==> src/rtl/dbg_seq_pkg.sv <==
package dbg_seq_pkg;
  localparam int N_CH   = 4;
  localparam int CODE_W = 4;

  typedef enum logic [1:0] {
    ST_IDLE = 2'b00,
    ST_S1   = 2'b01,
    ST_S2   = 2'b10,
    ST_S3   = 2'b11
  } st_e;

  typedef enum logic [2:0] {
    D_NONE = 3'd0,
    D_S1   = 3'd1,
    D_S2   = 3'd2,
    D_S3   = 3'd3,
    D_FIN  = 3'd4
  } dest_e;
endpackage

==> src/rtl/dbg_s12_route.sv <==
module dbg_s12_route
  import dbg_seq_pkg::*;
(
  input  logic [CODE_W-1:0] code,
  input  logic [N_CH-1:0]   match,
  output dest_e             dest
);
  localparam int SEL_W = $clog2(N_CH);

  logic [SEL_W-1:0] ch;
  logic             hit;

  assign ch  = code[SEL_W-1:0];
  assign hit = match[ch];

  always_comb begin
    dest = D_NONE;
    if (hit) begin
      case (code[CODE_W-1:SEL_W])
        2'b00:   dest = D_S2;
        2'b01:   dest = D_S3;
        2'b10:   dest = D_FIN;
        default: dest = D_NONE;
      endcase
    end
  end
endmodule

==> src/rtl/dbg_s3_route.sv <==
module dbg_s3_route
  import dbg_seq_pkg::*;
(
  input  logic [CODE_W-1:0] code,
  input  logic [N_CH-1:0]   match,
  output dest_e             dest
);
  function automatic dest_e chan_dest(input logic [CODE_W-1:0] c, input int k);
    dest_e d;
    d = D_NONE;
    case (c)
      4'b0010: d = D_FIN;
      4'b0011: if (k == 0) d = D_S1;
      4'b0100: if (k == 0) d = D_S2;
      4'b0101: if (k == 0) d = D_FIN; else if (k == 1) d = D_S1;
      4'b0110: if (k == 1) d = D_S1;
      4'b0111: if (k == 1) d = D_S2;
      4'b1000: if (k == 1) d = D_FIN;
      4'b1001: if (k == 0) d = D_FIN; else if (k == 2) d = D_S2;
      4'b1010: if (k == 1) d = D_S1;  else if (k == 3) d = D_S2;
      4'b1011: if (k == 1) d = D_FIN; else if (k == 3) d = D_S2;
      4'b1100: if (k == 2) d = D_FIN;
      4'b1101: if (k == 3) d = D_FIN;
      default: d = D_NONE;
    endcase
    return d;
  endfunction

  dest_e           ch_dest [N_CH];
  logic [N_CH-1:0] fin_hit;

  for (genvar g = 0; g < N_CH; g++) begin : g_ch
    assign ch_dest[g] = chan_dest(code, g);
    assign fin_hit[g] = match[g] && (ch_dest[g] == D_FIN);
  end

  always_comb begin
    dest = D_NONE;
    if (|fin_hit) begin
      dest = D_FIN;
    end else begin
      for (int i = N_CH - 1; i >= 0; i--) begin
        if (match[i] && ch_dest[i] != D_NONE) dest = ch_dest[i];
      end
    end
  end
endmodule

==> src/rtl/dbg_flag_bank.sv <==
module dbg_flag_bank
  import dbg_seq_pkg::*;
(
  input  logic            clk,
  input  logic            rst_n,
  input  logic            clr,
  input  logic            set_en,
  input  logic [N_CH-1:0] match,
  input  logic [1:0]      bank_sel,
  output logic [N_CH-1:0] flags,
  output logic [7:0]      rd_data
);
  logic [N_CH-1:0] flags_d;
  logic            flags_en;

  assign flags_en = clr || set_en;

  always_comb begin
    flags_d = flags;
    if (clr)         flags_d = '0;
    else if (set_en) flags_d = flags | match;
  end

  always_ff @(posedge clk or negedge rst_n) begin
    if (!rst_n)        flags <= '0;
    else if (flags_en) flags <= flags_d;
  end

  always_comb begin
    rd_data = 8'h00;
    if (bank_sel == 2'b11) rd_data[N_CH-1:0] = flags;
  end

  // set flags are never lost except by arming
  a_r9_sticky: assert property (@(posedge clk) disable iff (!rst_n)
    !clr |=> ((flags & $past(flags)) == $past(flags)));
  // no flag change when neither armed nor arming
  a_r3_flags_idle: assert property (@(posedge clk) disable iff (!rst_n)
    (!clr && !set_en) |=> $stable(flags));
  // upper read bits stay zero
  a_r10_upper_zero: assert property (@(posedge clk) disable iff (!rst_n)
    rd_data[7:N_CH] == '0);
endmodule

==> src/rtl/dbg_seq_top.sv <==
module dbg_seq_top
  import dbg_seq_pkg::*;
(
  input  logic              clk,
  input  logic              rst_n,
  input  logic              arm_wr,
  input  logic              reg_wr,
  input  logic [7:0]        reg_wdata,
  input  logic [N_CH-1:0]   match_i,
  input  logic [CODE_W-1:0] s1_code,
  input  logic [CODE_W-1:0] s2_code,
  input  logic [CODE_W-1:0] s3_code,
  input  logic [1:0]        bank_sel,
  output logic [7:0]        rd_data,
  output logic [1:0]        state_o,
  output logic              armed_o,
  output logic              trig_o
);
  logic [1:0] rst_sync;
  logic       rst_s_n;

  always_ff @(posedge clk or negedge rst_n) begin
    if (!rst_n) rst_sync <= 2'b00;
    else        rst_sync <= {rst_sync[0], 1'b1};
  end
  assign rst_s_n = rst_sync[1];

  st_e               state_q, state_d;
  logic              trig_q, trig_d;
  logic [CODE_W-1:0] s12_code;
  dest_e             d12, d3, dest;
  logic [N_CH-1:0]   flags;
  logic              armed;

  assign armed    = (state_q != ST_IDLE);
  assign s12_code = (state_q == ST_S2) ? s2_code : s1_code;

  dbg_s12_route u_s12 (.code(s12_code), .match(match_i), .dest(d12));
  dbg_s3_route  u_s3  (.code(s3_code),  .match(match_i), .dest(d3));

  always_comb begin
    case (state_q)
      ST_S1, ST_S2: dest = d12;
      ST_S3:        dest = d3;
      default:      dest = D_NONE;
    endcase
  end

  always_comb begin
    state_d = state_q;
    trig_d  = 1'b0;
    if (arm_wr) begin
      state_d = ST_S1;
    end else if (armed) begin
      case (dest)
        D_S1:    state_d = ST_S1;
        D_S2:    state_d = ST_S2;
        D_S3:    state_d = ST_S3;
        D_FIN: begin
          state_d = ST_IDLE;
          trig_d  = 1'b1;
        end
        default: state_d = state_q;
      endcase
    end
  end

  always_ff @(posedge clk or negedge rst_s_n) begin
    if (!rst_s_n) begin
      state_q <= ST_IDLE;
      trig_q  <= 1'b0;
    end else begin
      state_q <= state_d;
      trig_q  <= trig_d;
    end
  end

  dbg_flag_bank u_flags (
    .clk     (clk),
    .rst_n   (rst_s_n),
    .clr     (arm_wr),
    .set_en  (armed),
    .match   (match_i),
    .bank_sel(bank_sel),
    .flags   (flags),
    .rd_data (rd_data)
  );

  assign state_o = state_q;
  assign armed_o = armed;
  assign trig_o  = trig_q;

  // arming restarts in State1 with cleared flags and no trigger
  a_r2_arm: assert property (@(posedge clk) disable iff (!rst_s_n)
    arm_wr |=> (state_q == ST_S1 && flags == '0 && !trig_q));
  // idle block stays idle without an arm
  a_r3_idle_hold: assert property (@(posedge clk) disable iff (!rst_s_n)
    (state_q == ST_IDLE && !arm_wr) |=> (state_q == ST_IDLE && !trig_q));
  // reserved State3 codes hold the state
  a_r6_reserved: assert property (@(posedge clk) disable iff (!rst_s_n)
    (state_q == ST_S3 && !arm_wr && s3_code[3:1] == 3'b111) |=> (state_q == ST_S3));
  // a Final route beats a lower-priority route in the same cycle
  a_r7_final_first: assert property (@(posedge clk) disable iff (!rst_s_n)
    (state_q == ST_S3 && !arm_wr && s3_code == 4'b1011 && match_i[1] && match_i[3])
    |=> trig_q);
  // trigger coincides with idle and lasts one cycle
  a_r8_trig_idle: assert property (@(posedge clk) disable iff (!rst_s_n)
    trig_q |-> (state_q == ST_IDLE));
  a_r8_trig_pulse: assert property (@(posedge clk) disable iff (!rst_s_n)
    trig_q |=> !trig_q);
  // software writes never alter the flags
  a_r9_wr_ignored: assert property (@(posedge clk) disable iff (!rst_s_n)
    (reg_wr && reg_wdata != 8'h00 && !arm_wr && match_i == '0) |=> $stable(flags));
endmodule

==> config.mk <==
export PLATFORM = sky130hd
export DESIGN_NAME = dbg_seq_top
export DESIGN_NICKNAME = d
export VERILOG_FILES = /design/src/rtl/dbg_seq_pkg.sv /design/src/rtl/dbg_s12_route.sv /design/src/rtl/dbg_s3_route.sv /design/src/rtl/dbg_flag_bank.sv /design/src/rtl/dbg_seq_top.sv
export SDC_FILE = /design/constraint.sdc
export NUM_CORES = 1
export LEC_CHECK = 0
export ABC_AREA = 0
export BUFFER_PORTS_ARGS = -buffer_cell sky130_fd_sc_hd__buf_2
export CAP_MARGIN = 15
export CORE_ASPECT_RATIO = 0.7
export CORE_UTILIZATION = 35
export DETAILED_ROUTE_END_ITERATION = 8
export PLACE_DENSITY = 0.66
export SETUP_SLACK_MARGIN = 0.3
export SYNTH_ARGS = -nofsm -noshare
export SYNTH_HDL_FRONTEND = slang
export SYNTH_SLANG_ARGS = --single-unit
==> constraint.sdc <==
create_clock -name clk -period 0.92 [get_ports clk]
set_input_delay 0.184 -clock clk [delete_from_list [all_inputs] [get_ports clk]]
set_output_delay 0.184 -clock clk [all_outputs]
set_load 0.005 [all_outputs]
==> results of run 1 <==
-- cell usage after synthesis, types with 2 or more instances --
library cell,n,area (um^2)
nor3_1,2,10.0
a21oi_1,9,45.0
nor2_1,7,26.3
buf_4,4,30.0
dfrtp_1,9,225
and3_1,4,25.0
nand3_1,4,20.0
mux2i_1,5,50.1
buf_2,5,25.0
nand3b_1,2,15.0
conb_1,2,7.51
o21ai_0,7,35.0
nand2b_1,2,12.5
inv_1,6,22.5
o211ai_1,3,22.5
ha_1,4,50.1
nand2_1,3,11.3
o2111ai_1,2,17.5
or3_1,2,12.5
-- cell usage in the layout (no fill, tap or decap), drive strengths merged, types with 3 or more instances in the layout --
master   n
o211ai   4
nand2    3
conb     5
and3     4
buf     59
nor2     7
o21ai    7
mux2i    5
ha       4
clkbuf   4
nand3    4
dfrtp    9
a21oi    9
inv      6
-- registers in the layout (all words and copies together), names as in the netlist --
register / cells
u_flags.flags: 4
trig_o: 1
state_o: 2
rst_sync: 2
-- metal layers --
| metal | part of all wire | up-vias | global-route usage | wire length, um |
|---|---|---|---|---|
| li1 | - | 489 | - | - |
| met1 | 0.48 | 461 | 0.302 | 1280 |
| met2 | 0.47 | 45 | 0.333 | 1250 |
| met3 | 0.050 | 0 | 0.0537 | 133 |
| met4 | 0 | 0 | 0.0133 | 0 |
| met5 | 0 | - | 0 | 0 |
-- power groups by stage --
stage          combinational (W)  clock (W)  sequential [W]
6_report                 0.00180   0.000326        0.000542
5_1_grt                  0.00194   0.000351        0.000555
4_1_cts                  0.00145   0.000343        0.000543
3_5_place_dp             0.00124          0        0.000550
3_3_place_gp             0.00119          0        0.000550
2_1_floorplan           0.000690          0        0.000558
-- per-stage QoR --
step           setup WS, ns  std cells
2_1_floorplan         -1.18        107
3_3_place_gp          -1.08        176
3_5_place_dp          -1.20        176
4_1_cts               -1.19        185
5_1_grt               -1.28        192
6_report              -1.20        192
-- final timing paths --
| check | to | slack, ns | cells past startpoint |
|---|---|---|---|
| max | state_o[0] | -1.20 | 8 |
| min | state_o[0] | 0.13 | 0 |
| min in group clk | u_flags.flags[2] | 0.26 | 3 |
| max reg2reg | state_o[0] | -1.20 | 8 |
| min reg2reg | state_o[0] | 0.13 | 0 |
| max in group asynchronous | state_o[1] | 0.53 | 0 |
-- cell type report --
cell class,instances,area [um^2]
multi-input cells,81,641
inverters,6,27.5
flip-flops and latches,9,226
well taps,32,40.0
clock buffers,4,26.3
fillers,211,885
repair buffers,60,397
-- logic make-up after synthesis --
group	after synthesis	synth area share
AO/OA/AOI/OAI	31	0.241
XOR/XNOR	1	0.0100
adder cells (fa/ha/maj)	4	0.0574
buffers and inverters	17	0.106
flip-flops	9	0.258
multiplexers	6	0.0875
other	2	0.00861
AND/OR/NAND/NOR	34	0.231
-- timing repair --
item	CTS	global route
buffers inserted	4	7
pin swaps	2	7
gates resized for setup	12	7
hold endpoints to repair	2	0
endpoints found under the setup margin	15	15
hold buffers	1	0
==> metrics.yaml, run 1 <==
timing:
  tns_ns: -7.25
  setup_slack_ns: -1.20
  finalHoldViolCount: 0
  min_period_ns: 2.12
  setup_viol: 15
  fin_crit_sh: 2.30
  rsz0062_at_grt: "true"
  holdWs_ns: 0.130
  slew_viol_final: 0
  skew_ns: 0.0141
  fmax_mhz: 472
detailed_routing:
  wl_per_cell_um: 13.8
  vias: 995
  routed_wl_um: 2660
  drc: 0
  vias_per_cell: 5.18
  initialDrtViolationCount: 38
  ant_nets: 0
  first_pass_iters: 4
clock_tree:
  insertion_delay_ns: 0.27
  cts_made_buffers: 3
  cts_buffer_depth: 2
  clk_pin_slew_ns: 0.08
  ctsHtreeMaxLevel: 1
  cts_sinks: 9
  cts_tree: "built"
  cts_root_buffer: "clkbuf_4"
floorplanning:
  dieWidth_um: 61.7
  die_y_um: 43.8
  die_area_um2: 2700
  core_um2: 2240
  io_pins: 42
  start_util: 0.389
  rows: 14
synth:
  ys_seq_elements: 9
  ys_seq_area_frac: 0.258
  syn_area_um2: 872
  synthCells: 104
  ys_warn_count: 0
  yosysUniqueCellTypes: 41
  synthArstFlopShare: 1.00
  ys.flop_type: "dfrtp_1"
  synth_edf_count: 0
  synth_area_per_cell_um2: 8.39
power:
  swShare: 0.394
  power_switching_w: 0.00105
  share_seq_of_total_power: 0.203
  p_leak_nw: 0.637
  p_clk_frac: 0.122
  power.total_w: 0.00267
  p_int_w: 0.00162
  power_density_nw_per_um2: 1970
  ir_drop_v: 0.00117
  comb_power_share: 0.675
worst_setup_path:
  cp_num_buf_inv: 1
  cp_slowest_cell: "mux4_2"
  end_kind: "flop"
  crit_path_max_fanout: 4
  arrival_ns: 2.27
  crit_chain: "inv_2 -> ha_4 -> mux2i_2 -> mux4_2 -> nand3_4 -> o211ai_1 -> o2111ai_1 -> o21ai_1"
  cp_top_family: "multiplexers"
  crit_type: "flop to flop"
  regToRegStartpoint: "state_o[0]"
  critPathLaunch: "state_o[0]"
  crit_path_start_kind: "flop"
  cp.required_ns: 1.08
  slowest_delay_ns: 0.60
final_layout:
  utilization: 0.605
  final_nets: 195
  design_area_um2: 1360
  drive_above_1_share: 0.506
  antennaDiodeCount: 0
  area_delta_synth_final_pct: 55.7
outcome:
  status: "complete, but fails checks"
  violations: "setup timing"
global_route:
  grt_util_all_layers: 0.210
  overflow: 0
  grt_pass1_wl_um: 4130
  antenna_found_initial: 0
  grt_max_degree: 13
  grt_pass1_vias: 924
flow_run:
  cap_violations: 0
min_path:
  hp-class: "flop to async pin"
place:
  dpl_cell_area_um2: 1160
  place.gp.congestion: 0.867
  dpl.hpwl_um: 2050
  io_buffers: 28
Power figures use the tool's default switching activity.
==> run 2, diff against run 1 <==
- GPL_TIMING_DRIVEN: not set -> 0
==> run 2 against run 1 <==
Cell count shrank 4.7%. Non-clock buffer count down 9. Sequential power grew 0.7%. Largest power group unchanged. Maximum frequency down 3.9%. Die area did not move. Critical path type unchanged. The flow still finishes with violations (setup timing).
==> metrics.yaml, run 2 (synthesis gave the netlist of run 1 again) <==
outcome:
  status: "complete, but fails checks"
  violations: "setup timing"
timing:
  skew_ns: 0.00288
  rsz0062_at_grt: "true"
  fmax_mhz: 454
  setup_slack_ns: -1.28
  min_period_ns: 2.20
  slew_viol_final: 0
  finalHoldViolCount: 0
  fin_crit_sh: 2.40
  setup_viol: 14
clock_tree:
  cts_root_buffer: "clkbuf_4"
  cts_tree: "built"
  cts_buffer_depth: 2
  clk_pin_slew_ns: 0.06
  cts_made_buffers: 3
  cts_sinks: 9
  ctsHtreeMaxLevel: 1
  insertion_delay_ns: 0.26
worst_setup_path:
  end_kind: "flop"
  slowest_delay_ns: 0.58
  regToRegStartpoint: "state_o[0]"
  crit_type: "flop to flop"
  crit_path_max_fanout: 4
  arrival_ns: 2.34
  r2r-end: "state_o[0]"
  cp.required_ns: 1.06
  cp_slowest_cell: "mux4_2"
  ff2ff_setup_slack_ns: -1.28
  crit_chain: "inv_2 -> ha_4 -> buf_6 -> mux2i_4 -> mux4_2 -> nand3_2 -> o211ai_1 -> o211ai_1 -> o21ai_1"
  crit_path_start_kind: "flop"
  cp_common_cell: "o211ai_1"
  reg2reg_depth: 9
global_route:
  busiest_layer: "met2"
  antenna_found_initial: 0
  use_met1: 0.245
  use_met3: 0.0597
  grt_util_met2: 0.348
  grt_pass1_vias: 870
  grt_util_all_layers: 0.200
  grt_max_degree: 11
  grt_pass1_wl_um: 3860
  overflow: 0
power:
  ir_drop_v: 0.000881
  power_density_nw_per_um2: 1960
  p_leak_nw: 0.598
flow_run:
  cap_violations: 0
detailed_routing:
  ant_nets: 0
  wl_per_cell_um: 14.1
  first_pass_iters: 4
  routed_wl_um: 2580
  initialDrtViolationCount: 39
  vias: 983
  drc: 0
  vias_per_cell: 5.37
final_layout:
  mostFrequentLayoutCells: "buf_2, buf_4, buf_6, dfrtp_1, nor2_1"
  area_delta_synth_final_pct: 49.6
  regMostFlops: "u_flags.flags"
  antennaDiodeCount: 0
  layout_commonest_cell: "buf_2"
  drive_above_1_share: 0.464
  design_area_um2: 1310
  final_nets: 186
  largest_register_ffs: 4
  utilization: 0.582
floorplanning:
  dieWidth_um: 61.7
  die_y_um: 43.8
  core_um2: 2240
  rows: 14
  die_area_um2: 2700
  start_util: 0.389
  io_pins: 42
place:
  dpl_cell_area_um2: 1060
  io_buffers: 23
  dpl.hpwl_um: 1720
  pre_cts_ws_ns: -1.38
  place.gp.congestion: 0.826
min_path:
  hp-class: "flop to async pin"
-- run 2: changes by cell type in the layout (fill, tap and decap cells not counted), sizes merged --
cell    before  now
buf         59   49
clkbuf       4    5
-- run 2: worst max path at each step --
stage	from	to	slack, ns	depth (start not counted)
floorplan	state_o[0]	state_o[0]	-1.18	9
global placement	state_o[0]	state_o[0]	-1.32	9
detailed placement	state_o[0]	state_o[0]	-1.38	9
CTS	state_o[0]	state_o[0]	-1.30	9
global route	state_o[0]	state_o[0]	-1.40	9
finish	state_o[0]	state_o[0]	-1.28	9
-- run 2: critical path, delay by kind of cell, from the launching register on --
kind / cells / cell delay, ns
muxes: 2 / 0.80
AOI/OAI and AO/OA: 3 / 0.46
DFF: 1 / 0.40
buffers and inverters: 2 / 0.19
adders and majority gates: 1 / 0.12
and+or+nand+nor: 1 / 0.12
-- run 2: per-stage QoR --
step | hold slack [ns] | TNS, ns | total power, W | cells
3_5_place_dp | -0.0299 | -5.62 | 0.00151 | 162
3_3_place_gp | -0.0303 | -5.32 | 0.00149 | 162
6_report | 0.111 | -7.33 | 0.00255 | 183
2_1_floorplan | -0.112 | -4.28 | 0.00125 | 107
5_1_grt | 0.142 | -8.09 | 0.00272 | 183
4_1_cts | 0.121 | -7.26 | 0.00233 | 179
-- run 2: where the power goes --
group          internal, W  switching (W)  leakage [nW]
sequential        0.000479      0.0000669         0.110
combinational     0.000907       0.000803         0.472
clock             0.000167       0.000132        0.0150
total              0.00155        0.00100         0.598
-- run 2: area by class of cell --
type	instances	area, um^2
fillers	213	937
multi-input cells	81	633
repair buffers	40	277
flip-flops and latches	9	226
plain buffers	11	70.1
well taps	32	40.0
inverters	6	32.5
clock buffers	4	26.3
-- run 2: repair_timing --
item,4_1_cts,5_1_grt
endpoints found under the hold margin,2,0
hold buffers,1,0
setup buffers,12,4
endpoints found under the setup margin,15,15
gates resized for setup,15,8
pin swaps,9,6
-- run 2: per-layer routing --
| layer | vias up | share of wire |
|---|---|---|
| met5 | - | 0 |
| li1 | 472 | - |
| met1 | 456 | 0.44 |
| met2 | 51 | 0.49 |
| met4 | 0 | 0.0054 |
| met3 | 4 | 0.070 |
